### src/rtl/lnk_pkg.sv
package lnk_pkg;

    typedef enum logic [2:0] {
        ST_QUIESCE   = 3'd0,
        ST_LISTEN    = 3'd1,
        ST_IDLE      = 3'd2,
        ST_ANNOUNCE  = 3'd3,
        ST_HANDSHAKE = 3'd4,
        ST_ACTIVE    = 3'd5
    } lnk_state_e;

    typedef enum logic [1:0] {
        TXM_OFF  = 2'b00,
        TXM_NULL = 2'b01,
        TXM_FCT  = 2'b10,
        TXM_ALL  = 2'b11
    } tx_mode_e;

    typedef struct packed {
        lnk_state_e state;
        logic       null_seen;
        logic       null_sent;
    } ctl_t;

endpackage

### src/rtl/lnk_interval_timer.sv
module lnk_interval_timer #(
    parameter int unsigned SHORT_CYC = 640,
    parameter int unsigned LONG_CYC  = 1280
) (
    input  logic clk,
    input  logic rst_n,
    input  logic restart,
    output logic short_hit,
    output logic long_hit
);
    localparam int unsigned CW = $clog2(LONG_CYC + 1);
    localparam logic [CW-1:0] SHORT_LAST = CW'(SHORT_CYC - 1);
    localparam logic [CW-1:0] LONG_LAST  = CW'(LONG_CYC - 1);

    logic [CW-1:0] cnt_d, cnt_q;

    always_comb begin
        if (restart)
            cnt_d = '0;
        else if (cnt_q == LONG_LAST)
            cnt_d = cnt_q;
        else
            cnt_d = cnt_q + 1'b1;
    end

    always_ff @(posedge clk or negedge rst_n) begin
        if (!rst_n) cnt_q <= '0;
        else        cnt_q <= cnt_d;
    end

    assign short_hit = (cnt_q == SHORT_LAST);
    assign long_hit  = (cnt_q == LONG_LAST);


    no_overflow_chk: assert property (@(posedge clk) disable iff (!rst_n)
        (cnt_q == LONG_LAST && !restart) |=> (cnt_q == LONG_LAST));

endmodule

### src/rtl/lnk_fault_detect.sv
module lnk_fault_detect
    import lnk_pkg::*;
(
    input  lnk_state_e state,
    input  logic       null_seen,
    input  logic       link_en,
    input  logic       rx_fct,
    input  logic       rx_nchar,
    input  logic       rx_disc,
    input  logic       rx_par_err,
    input  logic       rx_esc_err,
    input  logic       credit_err,
    output logic       fault
);
    logic line_err;

    always_comb begin
        line_err = rx_disc | rx_par_err | rx_esc_err;
        unique case (state)
            ST_LISTEN, ST_IDLE, ST_ANNOUNCE:
                fault = rx_disc |
                        (null_seen & (rx_par_err | rx_esc_err | rx_fct | rx_nchar));
            ST_HANDSHAKE:
                fault = line_err | rx_nchar;
            ST_ACTIVE:
                fault = line_err | credit_err | !link_en;
            default:
                fault = 1'b0;
        endcase
    end

endmodule

### src/rtl/lnk_init_ctrl.sv
module lnk_init_ctrl
    import lnk_pkg::*;
#(
    parameter int unsigned CLK_KHZ = 100000
) (
    input  logic       clk,
    input  logic       rst_n,
    input  logic       link_en,
    input  logic       rx_null,
    input  logic       rx_fct,
    input  logic       rx_nchar,
    input  logic       rx_disc,
    input  logic       rx_par_err,
    input  logic       rx_esc_err,
    input  logic       credit_err,
    input  logic       tx_null_done,
    output logic       rx_en,
    output logic [1:0] tx_mode,
    output logic       link_up
);
    // 6.4 us and 12.8 us expressed in clock cycles
    localparam int unsigned SHORT_CYC = (CLK_KHZ * 64) / 10000;
    localparam int unsigned LONG_CYC  = (CLK_KHZ * 128) / 10000;

    ctl_t ctl_d, ctl_q;
    logic fault, short_hit, long_hit, restart, hs_done;

    lnk_fault_detect i_fault (
        .state      (ctl_q.state),
        .null_seen  (ctl_q.null_seen),
        .link_en    (link_en),
        .rx_fct     (rx_fct),
        .rx_nchar   (rx_nchar),
        .rx_disc    (rx_disc),
        .rx_par_err (rx_par_err),
        .rx_esc_err (rx_esc_err),
        .credit_err (credit_err),
        .fault      (fault)
    );

    lnk_interval_timer #(
        .SHORT_CYC (SHORT_CYC),
        .LONG_CYC  (LONG_CYC)
    ) i_timer (
        .clk       (clk),
        .rst_n     (rst_n),
        .restart   (restart),
        .short_hit (short_hit),
        .long_hit  (long_hit)
    );

    always_comb begin
        ctl_d   = ctl_q;
        hs_done = (ctl_q.null_seen | rx_null) & (ctl_q.null_sent | tx_null_done);

        unique case (ctl_q.state)
            ST_QUIESCE:   if (short_hit) ctl_d.state = ST_LISTEN;
            ST_LISTEN:    if (fault)          ctl_d.state = ST_QUIESCE;
                          else if (long_hit)  ctl_d.state = ST_IDLE;
            ST_IDLE:      if (fault)          ctl_d.state = ST_QUIESCE;
                          else if (link_en)   ctl_d.state = ST_ANNOUNCE;
            ST_ANNOUNCE:  if (fault)          ctl_d.state = ST_QUIESCE;
                          else if (hs_done)   ctl_d.state = ST_HANDSHAKE;
                          else if (long_hit)  ctl_d.state = ST_QUIESCE;
            ST_HANDSHAKE: if (fault)          ctl_d.state = ST_QUIESCE;
                          else if (rx_fct)    ctl_d.state = ST_ACTIVE;
                          else if (long_hit)  ctl_d.state = ST_QUIESCE;
            ST_ACTIVE:    if (fault)          ctl_d.state = ST_QUIESCE;
            default:      ctl_d.state = ST_QUIESCE;
        endcase

        if (ctl_q.state != ST_QUIESCE && rx_null)
            ctl_d.null_seen = 1'b1;
        if (ctl_q.state inside {ST_ANNOUNCE, ST_HANDSHAKE, ST_ACTIVE} && tx_null_done)
            ctl_d.null_sent = 1'b1;
        if (ctl_d.state == ST_QUIESCE) begin
            ctl_d.null_seen = 1'b0;
            ctl_d.null_sent = 1'b0;
        end

        restart = (ctl_d.state != ctl_q.state);
    end

    always_ff @(posedge clk or negedge rst_n) begin
        if (!rst_n) begin
            ctl_q.state     <= ST_QUIESCE;
            ctl_q.null_seen <= 1'b0;
            ctl_q.null_sent <= 1'b0;
        end else begin
            ctl_q <= ctl_d;
        end
    end

    always_comb begin
        rx_en   = (ctl_q.state != ST_QUIESCE);
        link_up = (ctl_q.state == ST_ACTIVE);
        unique case (ctl_q.state)
            ST_ANNOUNCE:  tx_mode = TXM_NULL;
            ST_HANDSHAKE: tx_mode = TXM_FCT;
            ST_ACTIVE:    tx_mode = TXM_ALL;
            default:      tx_mode = TXM_OFF;
        endcase
    end


    quiet_release_chk: assert property (@(posedge clk) disable iff (!rst_n)
        $rose(rx_en) |-> (tx_mode == 2'b00));


    ready_gate_chk: assert property (@(posedge clk) disable iff (!rst_n)
        (tx_mode == 2'b01 && $past(tx_mode) == 2'b00) |-> $past(link_en));


    run_entry_chk: assert property (@(posedge clk) disable iff (!rst_n)
        $rose(link_up) |-> ($past(tx_mode) == 2'b10 && $past(rx_fct)));


    disc_drop_chk: assert property (@(posedge clk) disable iff (!rst_n)
        (rx_en && rx_disc) |=> !rx_en);


    run_disable_chk: assert property (@(posedge clk) disable iff (!rst_n)
        (link_up && !link_en) |=> (!link_up && !rx_en));

endmodule

### config.mk
export PLATFORM = sky130hd
export DESIGN_NAME = lnk_init_ctrl
export DESIGN_NICKNAME = d
export VERILOG_FILES = /design/src/rtl/lnk_pkg.sv /design/src/rtl/lnk_interval_timer.sv /design/src/rtl/lnk_fault_detect.sv /design/src/rtl/lnk_init_ctrl.sv
export SDC_FILE = /design/constraint.sdc
export NUM_CORES = 1
export LEC_CHECK = 0
export BUFFER_PORTS_ARGS = -buffer_cell sky130_fd_sc_hd__buf_2
export CAP_MARGIN = 20
export CORE_MARGIN = 10
export CORE_UTILIZATION = 58
export DETAILED_ROUTE_END_ITERATION = 8
export PLACE_DENSITY_LB_ADDON = 0.15
export SETUP_SLACK_MARGIN = 0.4
export SLEW_MARGIN = 20
export SYNTH_ARGS = -nofsm -noshare
export SYNTH_HDL_FRONTEND = slang
export SYNTH_SLANG_ARGS = --single-unit
### constraint.sdc
create_clock -name clk -period 6.2 [get_ports clk]
set_input_delay 1.24 -clock clk [delete_from_list [all_inputs] [get_ports clk]]
set_output_delay 1.24 -clock clk [all_outputs]
set_load 0.02 [all_outputs]
==> flow_summary.toml, run 1 <==
[run_status]
status = "finished clean"

[synth]
ys_seq_area_share_pct = 37.78
synth_edf_count = 0
synth_cell_types = 39
syn_inst = 113
syn_nets = 125
synth_area_um2 = 1060
synthArstFlopShare_pct = 100.0
yosysTopAreaCellShare_pct = 37.78
synth_top_cells_by_area = "dfrtp_1 (38%), nor2_2 (5.3%), xnor2_1 (5.0%)"
post_synth.cell_area_avg_um2 = 9.378
synth_top_area_cell = "dfrtp_1"
ys.flop_type = "dfrtp_1"
ys_warn_count = 0
ys_seq_elements = 16

[floorplanning]
die_area_um2 = 3937
core-area_um2 = 1727
num_rows = 15
initial_core_util_pct = 61.38
dieWidth_um = 62.75
die_y_um = 62.75
io_pins = 15

[sta]
max_freq_ghz = 0.3299
tns_ns = 0
slew_headroom_pct = 61.04
min_period_ns = 3.031
setup_viol = 0
drv_slew = 0
whs_ns = 0.5063
period_share_pct = 48.89
skew_ns = 0.004806
worst_slew_pin_slew_ns = 0.5843
rsz0062_at_grt = "false"
report.final.hold_viol_count = 0
setup_ws_ns = 3.169

[grt]
grt_pass1_wl_mm = 3.463
antenna_found_initial = 0
grt_usage_pct = 10.55
grt_pass1_vias = 800
grt_max_degree = 17
overflow = 0

[setup_path]
worstPathArrival_ns = 3.24
cp_max_fo = 11
startpoint_type = "input port"
worstPathRequired_ns = 6.41
crit_type = "input port to register"
end_kind = "register"

[min_path]
hp-class = "register to register"

[pwr]
switching_power_mw = 0.1460
power_frac_comb_pct = 40.7
power_density_nw_per_um2 = 310.1
pwr-share-clk_pct = 19.5
irDropWorstVdd_uv = 245.4
intPower_mw = 0.2117
sw_frac_of_total_pct = 40.82
p_leak_nw = 0.4925
pwr-share-seq_pct = 39.9

[layout]
instances_no_fill = 151
synthToLayoutAreaGrowth_pct = 8.855
nNetsFinal = 139
layout-drive-gt1-share_pct = 26.19
insertedDiodeCount = 0
fill_cells = 152

[clock_network]
htreeDepth = 1
clock_path_buffers = 2
cts_tree = "built"
clockRootBuffer = "clkbuf_4"
cts.clk_slew.worst_paths_ns = 0.10
postCtsSetupRepairBufs = 0
ctsResizeCount = 0
cts-buffers-inserted = 3
hold_buffers = 0
clock_latency_ns = 0.29
clkSinkCount = 16

[route]
antenna_left = 0
vias = 869
via_per_inst = 5.755
wirelength_mm = 2.116
drt-initial-drc-count = 45
drc = 0
wl_per_cell_um = 14.01
first_pass_iters = 5

[run]
maxCapViolCount = 0

[place]
dpl.hpwl_mm = 1.626
placed_cells = 147
post-place-ws_ns = 2.895
port_buffers = 14
gp_congestion = 0.9100
[critical path, stage by stage]
cell and delay, ns:
buf_2 0.10, nor4_1 0.38, nand2b_1 0.16, a21oi_1 0.35
o21ai_0 0.20, a221o_1 0.61, a21oi_1 0.20
[area by class of cell]
type | count | area [um2] | area share, %
Timing Repair Buffer | 14 | 70.07 | 6.074
Tap cell | 25 | 31.28 | 2.711
Inverter | 6 | 22.52 | 1.952
Clock buffer | 4 | 36.28 | 3.145
Multi-Input combinational cell | 86 | 593.1 | 51.41
Sequential cell | 16 | 400.4 | 34.71
[cell families after synthesis]
kind of cell	count (synthesis)	synth area share, %
multiplexers	2	2.007
flip-flops	16	37.78
buffers and inverters	11	6.257
XOR/XNOR	9	7.438
adder cells (fa/ha/maj)	1	1.180
AO/OA/AOI/OAI	25	15.58
AND/OR/NAND/NOR	49	29.75
[power by group through the flow]
| stage | Clock (mW) | Sequential, mW | Combinational [mW] |
|---|---|---|---|
| after CTS | 0.0715 | 0.143 | 0.147 |
| final | 0.0696 | 0.143 | 0.145 |
| after detailed placement | 0 | 0.145 | 0.146 |
| after global routing | 0.0793 | 0.146 | 0.163 |
| after global placement | 0 | 0.145 | 0.142 |
| after floorplan | 0 | 0.132 | 0.138 |
[cell usage after synthesis, types with 2 or more instances]
library cell,count
o21ai_0,5
nor2_2,9
xor2_1,3
o21a_1,2
dfrtp_1,16
buf_2,2
nor2_1,9
nand2_1,5
and3_1,2
o21ai_1,2
nor4_1,2
buf_6,3
nand2b_1,2
nand3b_1,2
a21oi_1,6
a21o_1,2
o22ai_1,3
or4_1,3
inv_1,6
nor2b_1,2
nand3_1,4
xnor2_1,6
[state kept, by name, indices dropped and copies added, names as in the netlist]
| name | count |
|---|---|
| ctl_q | 5 |
| i_timer.cnt_q | 11 |
[path summary, 6_finish.rpt]
| check | start | to | slack (ns) | depth (start not counted) |
|---|---|---|---|---|
| max | rx_par_err | i_timer.cnt_q[1] | 3.17 | 7 |
| min | ctl_q[0] | ctl_q[0] | 0.51 | 2 |
| max reg2reg | i_timer.cnt_q[0] | i_timer.cnt_q[3] | 3.55 | 7 |
| min reg2reg | ctl_q[0] | ctl_q[0] | 0.51 | 2 |
| max in group asynchronous | rst_n | i_timer.cnt_q[3] | 5.11 | 1 |
| min in group asynchronous | rst_n | ctl_q[0] | 0.83 | 1 |
[layer usage]
| metal | vias up | routed length (um) | global-route usage [%] |
|---|---|---|---|
| met3 | 5 | 128 | 2.509 |
| met4 | 0 | 27 | 5.028 |
| met1 | 395 | 945 | 13.29 |
| met2 | 40 | 1015 | 16.41 |
| met5 | - | 0 | 0 |
| li1 | 429 | - | - |
[metrics by stage]
stage / instance area, um2 / power (mW) / utilization, %
6_report: 1154 / 0.3577 / 66.81
5_1_grt: 1154 / 0.3878 / 66.81
2_1_floorplan: 1060 / 0.2703 / -
3_5_place_dp: 1117 / 0.2904 / 64.71
3_3_place_gp: 1117 / 0.2870 / 64.71
4_1_cts: 1154 / 0.3614 / 66.81
[cell usage in the layout (no fill, tap or decap), types with 2 or more instances in the layout]
| cell type | instances |
|---|---|
| nor2_1 | 9 |
| inv_1 | 6 |
| xor2_1 | 3 |
| o21a_1 | 2 |
| o21ai_0 | 5 |
| nand3b_1 | 2 |
| nand2_1 | 5 |
| nor4_1 | 2 |
| dfrtp_1 | 16 |
| buf_2 | 14 |
| nand2b_1 | 2 |
| or4_1 | 3 |
| xnor2_1 | 6 |
| a21oi_1 | 6 |
| o22ai_1 | 3 |
| nor2_2 | 9 |
| nor2b_1 | 2 |
| a21o_1 | 2 |
| nand3_1 | 4 |
| and3_1 | 2 |
| o21ai_1 | 2 |
| clkbuf_4 | 3 |
(Power assumes the default switching activity.)
==> inputs of run 2 (changes only) <==
ABC_AREA = 1   (was unset)
CORE_UTILIZATION = 56   (was 58)
clock period = 3.1 ns   (was 6.2 ns; I/O delays follow)
==> run 2 against run 1 <==
Against the previous run:
- final area rose by 8.6%
- largest cell class unchanged
- first-iteration DRC count rose by 24%
- critical endpoint unchanged
- critical path depth rose by 4
- hold slack got worse by 0.29 ns
- combinational power rose by 150%
- synthesized area rose by 8.0%
- sequential power rose by 100%
- highest routed layer unchanged
==> flow_summary.toml, run 2 <==
[run_status]
status = "finished clean"

[sta]
setup_ws_ns = 1.125
max_freq_ghz = 0.5064
worst_slew_pin_slew_ns = 0.3439
skew_ns = 0.01829
period_share_pct = 63.70
setup_viol = 0
drv_slew = 0
rsz0062_at_grt = "false"
slew_headroom_pct = 77.07
report.final.hold_viol_count = 0
min_period_ns = 1.975
tns_ns = 0

[layout]
largest_register = "i_timer.cnt_q"
largest_register_ffs = 11
insertedDiodeCount = 0
synthToLayoutAreaGrowth_pct = 9.399
fin_util_pct = 63.84
fill_cells = 199
reg_top3 = "i_timer.cnt_q x11, ctl_q x5"
layout-drive-gt1-share_pct = 20.77
nNetsFinal = 197
final_cell_mix = "nand2_1 (38), nor2_1 (28), inv_1 (22)"
final_common_cell = "nand2_1"

[synth]
ys_seq_area_share_pct = 34.97
synthTopCellsByCount = "nand2_1 (38), nor2_1 (28), inv_1 (22)"
ys_warn_count = 0
ys_seq_elements = 16
ys.flop_type = "dfrtp_1"
synth_top_area_cell = "dfrtp_1"
post_synth.cell_area_avg_um2 = 6.815
synthArstFlopShare_pct = 100.0
synth_area_um2 = 1145
yosysMostFrequentCell = "nand2_1"
synth_top_cells_by_area = "dfrtp_1 (35%), nand2_1 (12%), nor2_1 (9.2%)"
syn_nets = 180
syn_inst = 168
synth_cell_types = 21
synth_edf_count = 0
yosysTopAreaCellShare_pct = 34.97

[pwr]
power_density_nw_per_um2 = 606.1
irDropWorstVdd_uv = 444.0
p_total_mw = 0.7591
p_leak_nw = 0.6437

[grt]
use_met1_pct = 14.82
grt_pass1_vias = 1041
grt_pass1_wl_mm = 4.209
grt_util_met2_pct = 18.90
overflow = 0
grt_max_degree = 17
top_usage_layer = "met2"
gr-usage-met3_pct = 4.068
antenna_found_initial = 0
grt_usage_pct = 12.13

[clock_network]
clockRootBuffer = "clkbuf_4"
postCtsSetupRepairBufs = 0
hold_buffers = 0
htreeDepth = 1
cts_tree = "built"
clock_path_buffers = 2
cts.clk_slew.worst_paths_ns = 0.10
clock_latency_ns = 0.28
cts-buffers-inserted = 3
clkSinkCount = 16
ctsResizeCount = 0

[setup_path]
cp_slowest_stage_delay_ns = 0.39
worstPathArrival_ns = 2.17
end_kind = "register"
crit_slowest_cell = "dfrtp_1"
crit_type = "register to register"
worstPathRequired_ns = 3.30
startpoint_type = "register"
cp_cell_sequence = "ha_1 > nand2_1 > nor2_1 > nand2_1 > nor2_2 > o21ai_0 > nand3_1 > nand2_1 > nor2_2 > nand3_2 > nor2_2"
cp_max_fo = 11

[route]
drt-initial-drc-count = 56
wl_per_cell_um = 11.19
drc = 0
wirelength_mm = 2.350
vias = 1078
via_per_inst = 5.133
antenna_left = 0
first_pass_iters = 5

[floorplanning]
die_y_um = 65.22
core-area_um2 = 1962
io_pins = 15
dieWidth_um = 65.22
die_area_um2 = 4253
num_rows = 16
initial_core_util_pct = 58.35

[min_path]
hp-class = "input port to asynchronous set/reset pin"

[run]
maxCapViolCount = 0

[place]
gp_congestion = 0.9134
dpl.hpwl_mm = 1.970
post-place-ws_ns = 0.9398
port_buffers = 14
## run 2: changes by cell type in the layout (fill, tap and decap cells not counted), sizes merged, moves of 3 or more
cell,before,now
nor3,1,5
a21oi,7,3
inv,6,25
nand3,6,18
nor4,4,0
xnor2,6,2
nor2,18,35
or4,3,0
nand2,5,44
o22ai,3,0
## run 2: per-stage QoR
step / instance area (um2) / hold slack (ns) / instances
3_3_place_gp: 1230 / 0.5196 / 207
6_report: 1252 / 0.2209 / 210
5_1_grt: 1252 / 0.2353 / 210
3_5_place_dp: 1230 / 0.5376 / 207
2_1_floorplan: 1145 / 0.3244 / 168
4_1_cts: 1252 / 0.2336 / 210
## run 2: final timing paths
path	endpoint	slack (ns)	cells after the start	from
max	i_timer.cnt_q[1]	1.13	11	i_timer.cnt_q[0]
min reg2reg	ctl_q[0]	0.54	2	ctl_q[0]
min	i_timer.cnt_q[10]	0.22	1	rst_n
max reg2reg	i_timer.cnt_q[1]	1.13	11	i_timer.cnt_q[0]
max in group asynchronous	ctl_q[0]	2.60	1	rst_n
min in group clk	ctl_q[0]	0.54	2	ctl_q[0]
## run 2: metal layers
metal | part of all wire (%) | vias to the layer above
li1 | - | 555
met1 | 46 | 485
met2 | 45 | 32
met3 | 7.2 | 6
met4 | 1.9 | 0
met5 | 0 | -
## run 2: area by class of cell
| class | count | area [um2] | share of cell area [%] |
|---|---|---|---|
| Timing Repair Buffer | 14 | 70.07 | 5.594 |
| Inverter | 25 | 93.84 | 7.493 |
| Tap cell | 27 | 33.78 | 2.697 |
| Clock buffer | 3 | 22.52 | 1.798 |
| Multi-Input combinational cell | 125 | 631.9 | 50.45 |
| Sequential cell | 16 | 400.4 | 31.97 |
## run 2: critical path, delay by kind of cell, from the launching register on
family,cells,cell delay (ns)
adder cells (fa/ha/maj),1,0.20
flip-flops,1,0.39
AO/OA/AOI/OAI,1,0.11
AND/OR/NAND/NOR,9,1.20
## run 2: kinds of logic (layout without fill, tap and decap cells)
family	after synthesis	in the layout	synth area share, %
xor+xnor	7	7	5.355
flops	16	16	34.97
fa+ha+maj	1	1	1.093
simple gates	106	106	43.28
buf+inv	27	42	9.836
compound gates	11	11	5.464
## run 2: power by group
part | switching (mW) | internal (mW)
Clock | 0.0592 | 0.0450
Combinational | 0.238 | 0.124
Sequential | 0.0437 | 0.250
Total | 0.341 | 0.418
